<file path="config.mk">
export PLATFORM = sky130hd
export DESIGN_NAME = bcd_calendar
export DESIGN_NICKNAME = d
export VERILOG_FILES = /design/src/rtl/bcd_cal_pkg.sv /design/src/rtl/bcd_wrap_ctr.sv /design/src/rtl/bcd_month_len.sv /design/src/rtl/bcd_calendar.sv
export SDC_FILE = /design/constraint.sdc
export NUM_CORES = 1
export LEC_CHECK = 0
export ABC_AREA = 1
export BUFFER_PORTS_ARGS = -buffer_cell sky130_fd_sc_hd__buf_4
export CAP_MARGIN = 30
export CORE_AREA = 2 2 110 112
export CTS_CLUSTER_SIZE = 40
export DETAILED_ROUTE_END_ITERATION = 12
export DIE_AREA = 0 0 112 114
export GPL_TIMING_DRIVEN = 0
export PLACE_DENSITY = 0.58
export RECOVER_POWER = 50
export SLEW_MARGIN = 10
export SYNTH_ARGS = -nofsm -noshare
export SYNTH_HDL_FRONTEND = slang
export SYNTH_SLANG_ARGS = --single-unit
</file>
<file path="constraint.sdc">
create_clock -name clk -period 3.4 [get_ports clk]
set_input_delay 0.68 -clock clk [delete_from_list [all_inputs] [get_ports clk]]
set_output_delay 0.68 -clock clk [all_outputs]
set_load 0.02 [all_outputs]
</file>
<file path="src/rtl/bcd_cal_pkg.sv">
package bcd_cal_pkg;
  localparam int FIELD_W = 8;
  localparam int DIGITS  = FIELD_W / 4;
  localparam int SEL_W   = 3;

  typedef enum logic [SEL_W-1:0] {
    FLD_SEC  = 3'd0,
    FLD_MIN  = 3'd1,
    FLD_HOUR = 3'd2,
    FLD_WDAY = 3'd3,
    FLD_MDAY = 3'd4,
    FLD_MON  = 3'd5,
    FLD_YEAR = 3'd6,
    FLD_NONE = 3'd7
  } field_e;

  // Decimal increment of a packed-BCD value, one digit at a time
  function automatic logic [FIELD_W-1:0] bcd_inc(input logic [FIELD_W-1:0] v);
    logic [FIELD_W-1:0] r;
    logic               c;
    r = v;
    c = 1'b1;
    for (int d = 0; d < DIGITS; d++) begin
      if (c) begin
        if (r[d*4 +: 4] >= 4'd9) begin
          r[d*4 +: 4] = 4'd0;
        end else begin
          r[d*4 +: 4] = r[d*4 +: 4] + 4'd1;
          c = 1'b0;
        end
      end
    end
    return r;
  endfunction
endpackage

</file>
<file path="src/rtl/bcd_wrap_ctr.sv">
module bcd_wrap_ctr
  import bcd_cal_pkg::*;
#(
  parameter logic [FIELD_W-1:0] LO  = 8'h00,
  parameter logic [FIELD_W-1:0] RST = LO
) (
  input  logic               clk,
  input  logic               rst_n,
  input  logic               inc_i,
  input  logic               load_i,
  input  logic [FIELD_W-1:0] load_val_i,
  input  logic [FIELD_W-1:0] max_i,
  output logic [FIELD_W-1:0] val_o
);
  logic [FIELD_W-1:0] val_q;
  logic [FIELD_W-1:0] val_d;
  logic               val_en;

  always_comb begin
    val_en = load_i | inc_i;
    if (load_i) begin
      val_d = load_val_i;
    end else if (val_q >= max_i) begin
      val_d = LO;
    end else begin
      val_d = bcd_inc(val_q);
    end
  end

  always_ff @(posedge clk or negedge rst_n) begin
    if (!rst_n) begin
      val_q <= RST;
    end else if (val_en) begin
      val_q <= val_d;
    end
  end

  assign val_o = val_q;
endmodule

</file>
<file path="src/rtl/bcd_month_len.sv">
module bcd_month_len
  import bcd_cal_pkg::*;
(
  input  logic [FIELD_W-1:0] mon_i,
  input  logic [FIELD_W-1:0] yr_i,
  output logic [FIELD_W-1:0] days_o
);
  logic leap;

  always_comb begin
    // Divisible by 4: even tens with units 0/4/8, odd tens with units 2/6
    if (!yr_i[4]) begin
      leap = (yr_i[3:0] == 4'd0) || (yr_i[3:0] == 4'd4) || (yr_i[3:0] == 4'd8);
    end else begin
      leap = (yr_i[3:0] == 4'd2) || (yr_i[3:0] == 4'd6);
    end

    unique case (mon_i)
      8'h02:                      days_o = leap ? 8'h29 : 8'h28;
      8'h04, 8'h06, 8'h09, 8'h11: days_o = 8'h30;
      default:                    days_o = 8'h31;
    endcase
  end
endmodule

</file>
<file path="src/rtl/bcd_calendar.sv">
module bcd_calendar
  import bcd_cal_pkg::*;
#(
  parameter logic [FIELD_W-1:0] RST_WDAY = 8'h07,
  parameter logic [FIELD_W-1:0] RST_MDAY = 8'h01,
  parameter logic [FIELD_W-1:0] RST_MON  = 8'h01,
  parameter logic [FIELD_W-1:0] RST_YEAR = 8'h00
) (
  input  logic               clk,
  input  logic               rst_n,
  input  logic               tick_i,
  input  logic               freeze_i,
  input  logic               wr_en_i,
  input  logic [SEL_W-1:0]   wr_sel_i,
  input  logic [FIELD_W-1:0] wr_data_i,
  input  logic [SEL_W-1:0]   rd_sel_i,
  output logic [FIELD_W-1:0] rd_data_o
);
  logic [FIELD_W-1:0] sec_q, min_q, hr_q, wday_q, mday_q, mon_q, yr_q;
  logic [FIELD_W-1:0] mday_max;
  logic               adv;
  logic               c_sec, c_min, c_hr, c_mday, c_mon;

  // A write in the same cycle drops the tick
  assign adv    = tick_i & ~freeze_i & ~wr_en_i;
  assign c_sec  = adv   & (sec_q  >= 8'h59);
  assign c_min  = c_sec & (min_q  >= 8'h59);
  assign c_hr   = c_min & (hr_q   >= 8'h23);
  assign c_mday = c_hr  & (mday_q >= mday_max);
  assign c_mon  = c_mday & (mon_q >= 8'h12);

  bcd_month_len u_len (
    .mon_i  (mon_q),
    .yr_i   (yr_q),
    .days_o (mday_max)
  );

  bcd_wrap_ctr #(.LO(8'h00), .RST(8'h00)) u_sec (
    .clk(clk), .rst_n(rst_n), .inc_i(adv),
    .load_i(wr_en_i && (wr_sel_i == FLD_SEC)), .load_val_i(wr_data_i),
    .max_i(8'h59), .val_o(sec_q));

  bcd_wrap_ctr #(.LO(8'h00), .RST(8'h00)) u_min (
    .clk(clk), .rst_n(rst_n), .inc_i(c_sec),
    .load_i(wr_en_i && (wr_sel_i == FLD_MIN)), .load_val_i(wr_data_i),
    .max_i(8'h59), .val_o(min_q));

  bcd_wrap_ctr #(.LO(8'h00), .RST(8'h00)) u_hr (
    .clk(clk), .rst_n(rst_n), .inc_i(c_min),
    .load_i(wr_en_i && (wr_sel_i == FLD_HOUR)), .load_val_i(wr_data_i),
    .max_i(8'h23), .val_o(hr_q));

  bcd_wrap_ctr #(.LO(8'h01), .RST(RST_WDAY)) u_wday (
    .clk(clk), .rst_n(rst_n), .inc_i(c_hr),
    .load_i(wr_en_i && (wr_sel_i == FLD_WDAY)), .load_val_i(wr_data_i),
    .max_i(8'h07), .val_o(wday_q));

  bcd_wrap_ctr #(.LO(8'h01), .RST(RST_MDAY)) u_mday (
    .clk(clk), .rst_n(rst_n), .inc_i(c_hr),
    .load_i(wr_en_i && (wr_sel_i == FLD_MDAY)), .load_val_i(wr_data_i),
    .max_i(mday_max), .val_o(mday_q));

  bcd_wrap_ctr #(.LO(8'h01), .RST(RST_MON)) u_mon (
    .clk(clk), .rst_n(rst_n), .inc_i(c_mday),
    .load_i(wr_en_i && (wr_sel_i == FLD_MON)), .load_val_i(wr_data_i),
    .max_i(8'h12), .val_o(mon_q));

  bcd_wrap_ctr #(.LO(8'h00), .RST(RST_YEAR)) u_yr (
    .clk(clk), .rst_n(rst_n), .inc_i(c_mon),
    .load_i(wr_en_i && (wr_sel_i == FLD_YEAR)), .load_val_i(wr_data_i),
    .max_i(8'h99), .val_o(yr_q));

  always_comb begin
    unique case (rd_sel_i)
      FLD_SEC:  rd_data_o = sec_q;
      FLD_MIN:  rd_data_o = min_q;
      FLD_HOUR: rd_data_o = hr_q;
      FLD_WDAY: rd_data_o = wday_q;
      FLD_MDAY: rd_data_o = mday_q;
      FLD_MON:  rd_data_o = mon_q;
      FLD_YEAR: rd_data_o = yr_q;
      default:  rd_data_o = '0;
    endcase
  end
endmodule

</file>
* Word-level counts from Yosys, hierarchy flattened
Cells that the tools add are included.
Operators by class: $add $sub $neg 14, $lt $le $gt $ge 21, equal/unequal tests 21, multiplexer cells 60, bitwise operators 16, reductions and logical operators 28
Operators with widths (count):
- $mux 8 | 14
- $mux 4 | 21
- $add 4x1->4 const B | 14
- $ge 4x4->1 const B | 14
- $pmux 8 s7 | 1
- $mux 1 | 23
- $reduce_bool 3->1 | 7
- $eq 3x3->1 const B | 6
- $eq 8x3->1 const B | 2
- $ge 8x7->1 const B | 2
- $pmux 8 s2 | 1
- $reduce_and 2->1 | 7
- $eq 3x2->1 const B | 4
- $eq 4x3->1 const B | 2
- $eq 8x2->1 const B | 1
- $eq 8x4->1 const B | 1
- $eq 8x5->1 const B | 1
- $ge 8x3->1 const B | 1
- $ge 8x5->1 const B | 1
- $ge 8x6->1 const B | 1
- $ge 8x8->1 | 1
- $ge 8x8->1 const B | 1
- $and 1x1->1 | 7
- $logic_and 1x1->1 | 7
- 9 further kinds | 20
Storage, ports and cells: flip-flop bits (word level) 56, output and inout bits 8

* Depth between registers and ports, before layout
depth after elaboration 12, mapped depth 20, mapped depth without buffers 19

* By module
From an unflattened synthesis, not the netlist that was laid out.
Second synthesis, totals: cells, all modules 1007, area, all modules 6891.6 um^2
By module, submodules not included:
- bcd_wrap_ctr at u_hr ... | instances 4, cells each 112, area an instance 820.8 um^2, sequential area each 200.2 um^2
- bcd_wrap_ctr at u_mday ... | instances 2, cells each 115, area an instance 837.1 um^2, sequential area each 201.4 um^2
- bcd_calendar | instances 1, cells each 175, area an instance 895.9 um^2, sequential area each 0.0 um^2
- bcd_wrap_ctr at u_wday | instances 1, cells each 115, area an instance 839.6 um^2, sequential area each 203.9 um^2
- bcd_month_len | instances 1, cells each 39, area an instance 198.9 um^2, sequential area each 0.0 um^2

* Least setup slack after synthesis
No wires, ideal clock.
path kind reg-to-reg, start reg u_mon.val_q[0], in the netlist u_mon.val_o[0], end reg u_mday.val_q[2], in the netlist u_mday.val_o[2], setup time 0.087 ns, data arrival time 2.398 ns, data required time 3.313 ns, path slack 0.915 ns, cell stages (with the launch flop) 18, cell sequence dfstp_2 -> inv_1 -> ha_1 -> o21ai_0 -> o21ai_0 -> a32oi_1 -> nor2_1 -> a31oi_1 -> ha_1 -> inv_1 -> nor2_1 -> nand3_1 -> nand3_1 -> inv_1 -> nand3_1 -> nor2_1 -> nand2_1 -> o211ai_1
On the way: longest elaborated chain between the ends 6, elaborated cells on any way between the ends 10, those cells by class order compare (1); eq/ne (5); mux (3); reduce/logical (1)
Ends and longest elaborated chain:
- start, declared | line bcd_wrap_ctr.sv:15 | logic [FIELD_W-1:0] val_q;
- start signal, assigned | line bcd_wrap_ctr.sv:34 | val_q <= val_d;
- $eq 8x3->1, or another cell as far along | line bcd_month_len.sv:18 | unique case (mon_i)
- $reduce_or 4->1 | line bcd_month_len.sv:18
- $pmux 8 s2 (*) | line bcd_month_len.sv:18
- $ge 8x8->1 (*) | line bcd_wrap_ctr.sv:23 | end else if (val_q >= max_i) begin
- $mux 8 (*) | line bcd_wrap_ctr.sv:23
- $mux 8 (*) | line bcd_wrap_ctr.sv:21 | if (load_i) begin
- end signal, assigned | line bcd_wrap_ctr.sv:34
- end, declared | line bcd_wrap_ctr.sv:15
Every way passes the cells marked *; elsewhere a longest branch is shown, timed or not. A chain may end at the register's enable or synchronous reset.

* Worst setup path in the final report
Same ends and word-level chain as after synthesis.

==> results.ini <==
[outcome]
status = finished, violations left
violations = capacitance limit, slew limit

[hold_path]
worstHoldEndpoint = u_mon.val_o[7]$_DFFE_PN0P_
hp-class = register to register
whs_path_depth = 2
min_from = u_mon.val_o[7]$_DFFE_PN0P_

[pwr]
switchingPower_mw = 1.87
power_density_nw_per_um2 = 790
p_int_mw = 2.07
leakagePower_nw = 2.47
combPwrFrac_pct = 50.4
seqPwrFrac_pct = 34.1
pwr-share-clk_pct = 15.5
peakVddDrop_mv = 0.313
p_sw_share_pct = 47.4

[setup_path]
cp-end-kind = register
worst-r2r-cell-count = 17
reg2reg_slack_ns = 0.40
crit_path_start_kind = register
cp_max_fo = 5
worstReg2RegStart = u_mon.val_o[0]$_DFFE_PN1P_
cp.arrival_ns = 3.22
cp.required_ns = 3.62
path_class = register to register
r2r-end = u_mday.val_o[2]$_DFFE_PN0P_

[yosys]
seq_area_frac_synth_pct = 31.6
async_flop_share_pct = 100
synth_top_area_share_pct = 28.7
syn-num-nets = 654
yosys.area_share.adder_pct = 13.8
netlist_area_um2 = 4450
synth_area_per_cell_um2 = 7.60
yosys.area_share.simple_pct = 23.0
synth-edff-count = 0
synth-seq-cells = 56
yosysWarnings = 0
synthMuxAreaShare_pct = 0
syn_inst = 586
yosysUniqueCellTypes = 38
synth_top_family_by_area = simple AND/OR/NAND/NOR gates
synth_common_cells = 111 x nand2_1, 98 x inv_1, 51 x dfrtp_1, 49 x ha_1, 46 x nand3_1
synth_area_leaders = dfrtp_1 29%, ha_1 14%, nand2_1 9.4%
synth.most_common_cell = nand2_1
synth-main-ff-cell = dfrtp_1
synth_compound_area_share_pct = 18.5
synth-xor-area-share_pct = 3.54
yosys.area.top_type = dfrtp_1

[place]
place_hpwl_mm = 9.76
routabilityCongestion = 0.907
dpl.cell_count = 759
io_buffers = 26

[detailed_routing]
drc = 0
ant_nets = 0
wl_per_cell_um = 16.5
dr.pass1.iters = 5
routed_wl_mm = 12.7
drtIter0Drc = 380
routed_via_density = 5.36
vias = 4114

[cts]
postCtsHoldBufs = 0
cts_tree = done
cts_buffers = 5
clk_pin_slew_ns = 0.08
clock_path_buffers = 2
root_buffer = clkbuf_16
clkSinkCount = 56
postCtsSetupBuffers = 0
cts_resized = 0
h-tree-depth = 2
clk_latency_ns = 0.30

[global_routing]
grt_pass1_wl_mm = 20.9
grt_use_total_pct = 20.6
overflow = 0
grt_pass1_vias = 4052
grt_max_degree = 57
antenna_found_initial = 0

[sta]
rsz0062_at_grt = no
hold_viol_final = 0
relSlewSlack_pct = -0.923
finalMaxSlewViolations = 57
tns_ns = 0
worstMarginPinSlew_ns = 1.51
fmax_mhz = 333
period_share_pct = 88.3
fin_crit_ns = 3.00
setup_viol = 0
fin_skew_ns = 0.00917

[cells_and_area]
final.fill_count = 1182
drive_gt1_share_pct = 11.1
syn_to_final_growth_pct = 11.8
layout.nets = 687
diodes = 0
stdcell_count = 767

[die]
die_h_um = 114
core_area_um2 = 11700
fp-row-count = 40
die-area_um2 = 12800
die_w_um = 112
ios = 27
initial_utilization_pct = 38.0

[flow_run]
drv_cap = 1

[flip-flops by register name, indices dropped and copies added (netlist names)]
signal,cells
u_mday.val_o,8
u_hr.val_o,8
u_sec.val_o,8
u_wday.val_o,8
u_mon.val_o,8
u_min.val_o,8
u_yr.val_o,8
[power groups by stage]
stage               Sequential, mW  Combinational [mW]  Clock, mW
finish                        1.34                1.98      0.609
global route                  1.39                2.29      0.647
CTS                           1.34                1.98      0.623
detailed placement            1.35                1.97          0
global placement              1.34                1.91          0
floorplan                     1.24                1.51          0
[routing by layer]
metal | part of all wire [%] | GRT usage [%] | vias to the layer above
met5 | 0 | 0 | -
met2 | 46 | 34.1 | 118
met3 | 5.1 | 2.71 | 17
li1 | - | - | 2017
met1 | 47 | 28.3 | 1962
met4 | 2.1 | 6.42 | 0
[worst max-delay path by stage]
stage	cells past startpoint	slack, ns	startpoint	end
after global placement	16	0.52	u_mon.val_o[0]$_DFFE_PN1P_	u_yr.val_o[1]$_DFFE_PN0P_
after floorplan	17	0.92	u_mon.val_o[0]$_DFFE_PN1P_	u_mday.val_o[2]$_DFFE_PN0P_
after detailed placement	16	0.44	u_mon.val_o[0]$_DFFE_PN1P_	u_yr.val_o[1]$_DFFE_PN0P_
final	17	0.40	u_mon.val_o[0]$_DFFE_PN1P_	u_mday.val_o[2]$_DFFE_PN0P_
after global routing	17	0.13	u_mon.val_o[0]$_DFFE_PN1P_	u_mday.val_o[2]$_DFFE_PN0P_
after CTS	16	0.42	u_mon.val_o[0]$_DFFE_PN1P_	u_yr.val_o[1]$_DFFE_PN0P_
[cells by family (layout without fill, tap and decap cells)]
logic type,Yosys count,count (layout)
AO/OA/AOI/OAI,135,135
XOR/XNOR,18,18
adder cells (fa/ha/maj),49,49
buffers and inverters,110,144
flip-flops,56,56
AND/OR/NAND/NOR,218,218
[stage by stage]
| step | instance area, µm² | total power, mW | hold WS [ns] | utilization (%) | worst slack, ns |
|---|---|---|---|---|---|
| 6_report | 4980 | 3.93 | 0.488 | 42.5 | 0.397 |
| 5_1_grt | 4980 | 4.33 | 0.519 | 42.5 | 0.128 |
| 4_1_cts | 5000 | 3.94 | 0.491 | 42.7 | 0.418 |
| 3_5_place_dp | 4830 | 3.32 | 0.477 | 41.3 | 0.443 |
| 3_3_place_gp | 4830 | 3.25 | 0.472 | 41.3 | 0.516 |
| 2_1_floorplan | 4450 | 2.75 | 0.384 | - | 0.915 |
[critical path, cell delays in order, from the launching register on]
cell      delay, ns
dfstp_2        0.57
inv_1          0.12
ha_1           0.23
o21ai_0        0.14
o21ai_0        0.11
a32oi_1        0.22
nor2_1         0.06
a31oi_1        0.19
ha_1           0.26
inv_1          0.06
nor2_1         0.04
nand3_1        0.08
nand3_1        0.18
inv_1          0.13
nand3_1        0.12
nor2_1         0.24
nand2_1        0.10
o211ai_1       0.10
[placed cells by master, fill, tap and decap left out, drive strengths merged, types with 6 or more instances in the layout]
cell type  synthesis  routed
inv              105     105
o221ai             8       8
clkbuf             0       6
nand2            121     121
a21oi             25      25
o22ai             26      26
nand3             49      49
o211ai            11      11
buf                3      28
nor2              38      38
o21ai             46      46
dfrtp             51      51
ha                49      49
a22oi             10      10
xor2              13      13
[cell type report]
cell class	count	area (µm²)	share of cell area (%)
timing repair buffer	26	193	3.87
clock buffer	5	125	2.51
multi-input combinational	420	2600	52.2
sequential	56	1410	28.3
tap	147	184	3.69
buffer	3	27.5	0.553
inverter	107	402	8.07
clock inverter	3	42.5	0.854
(Power assumes the default switching activity.)
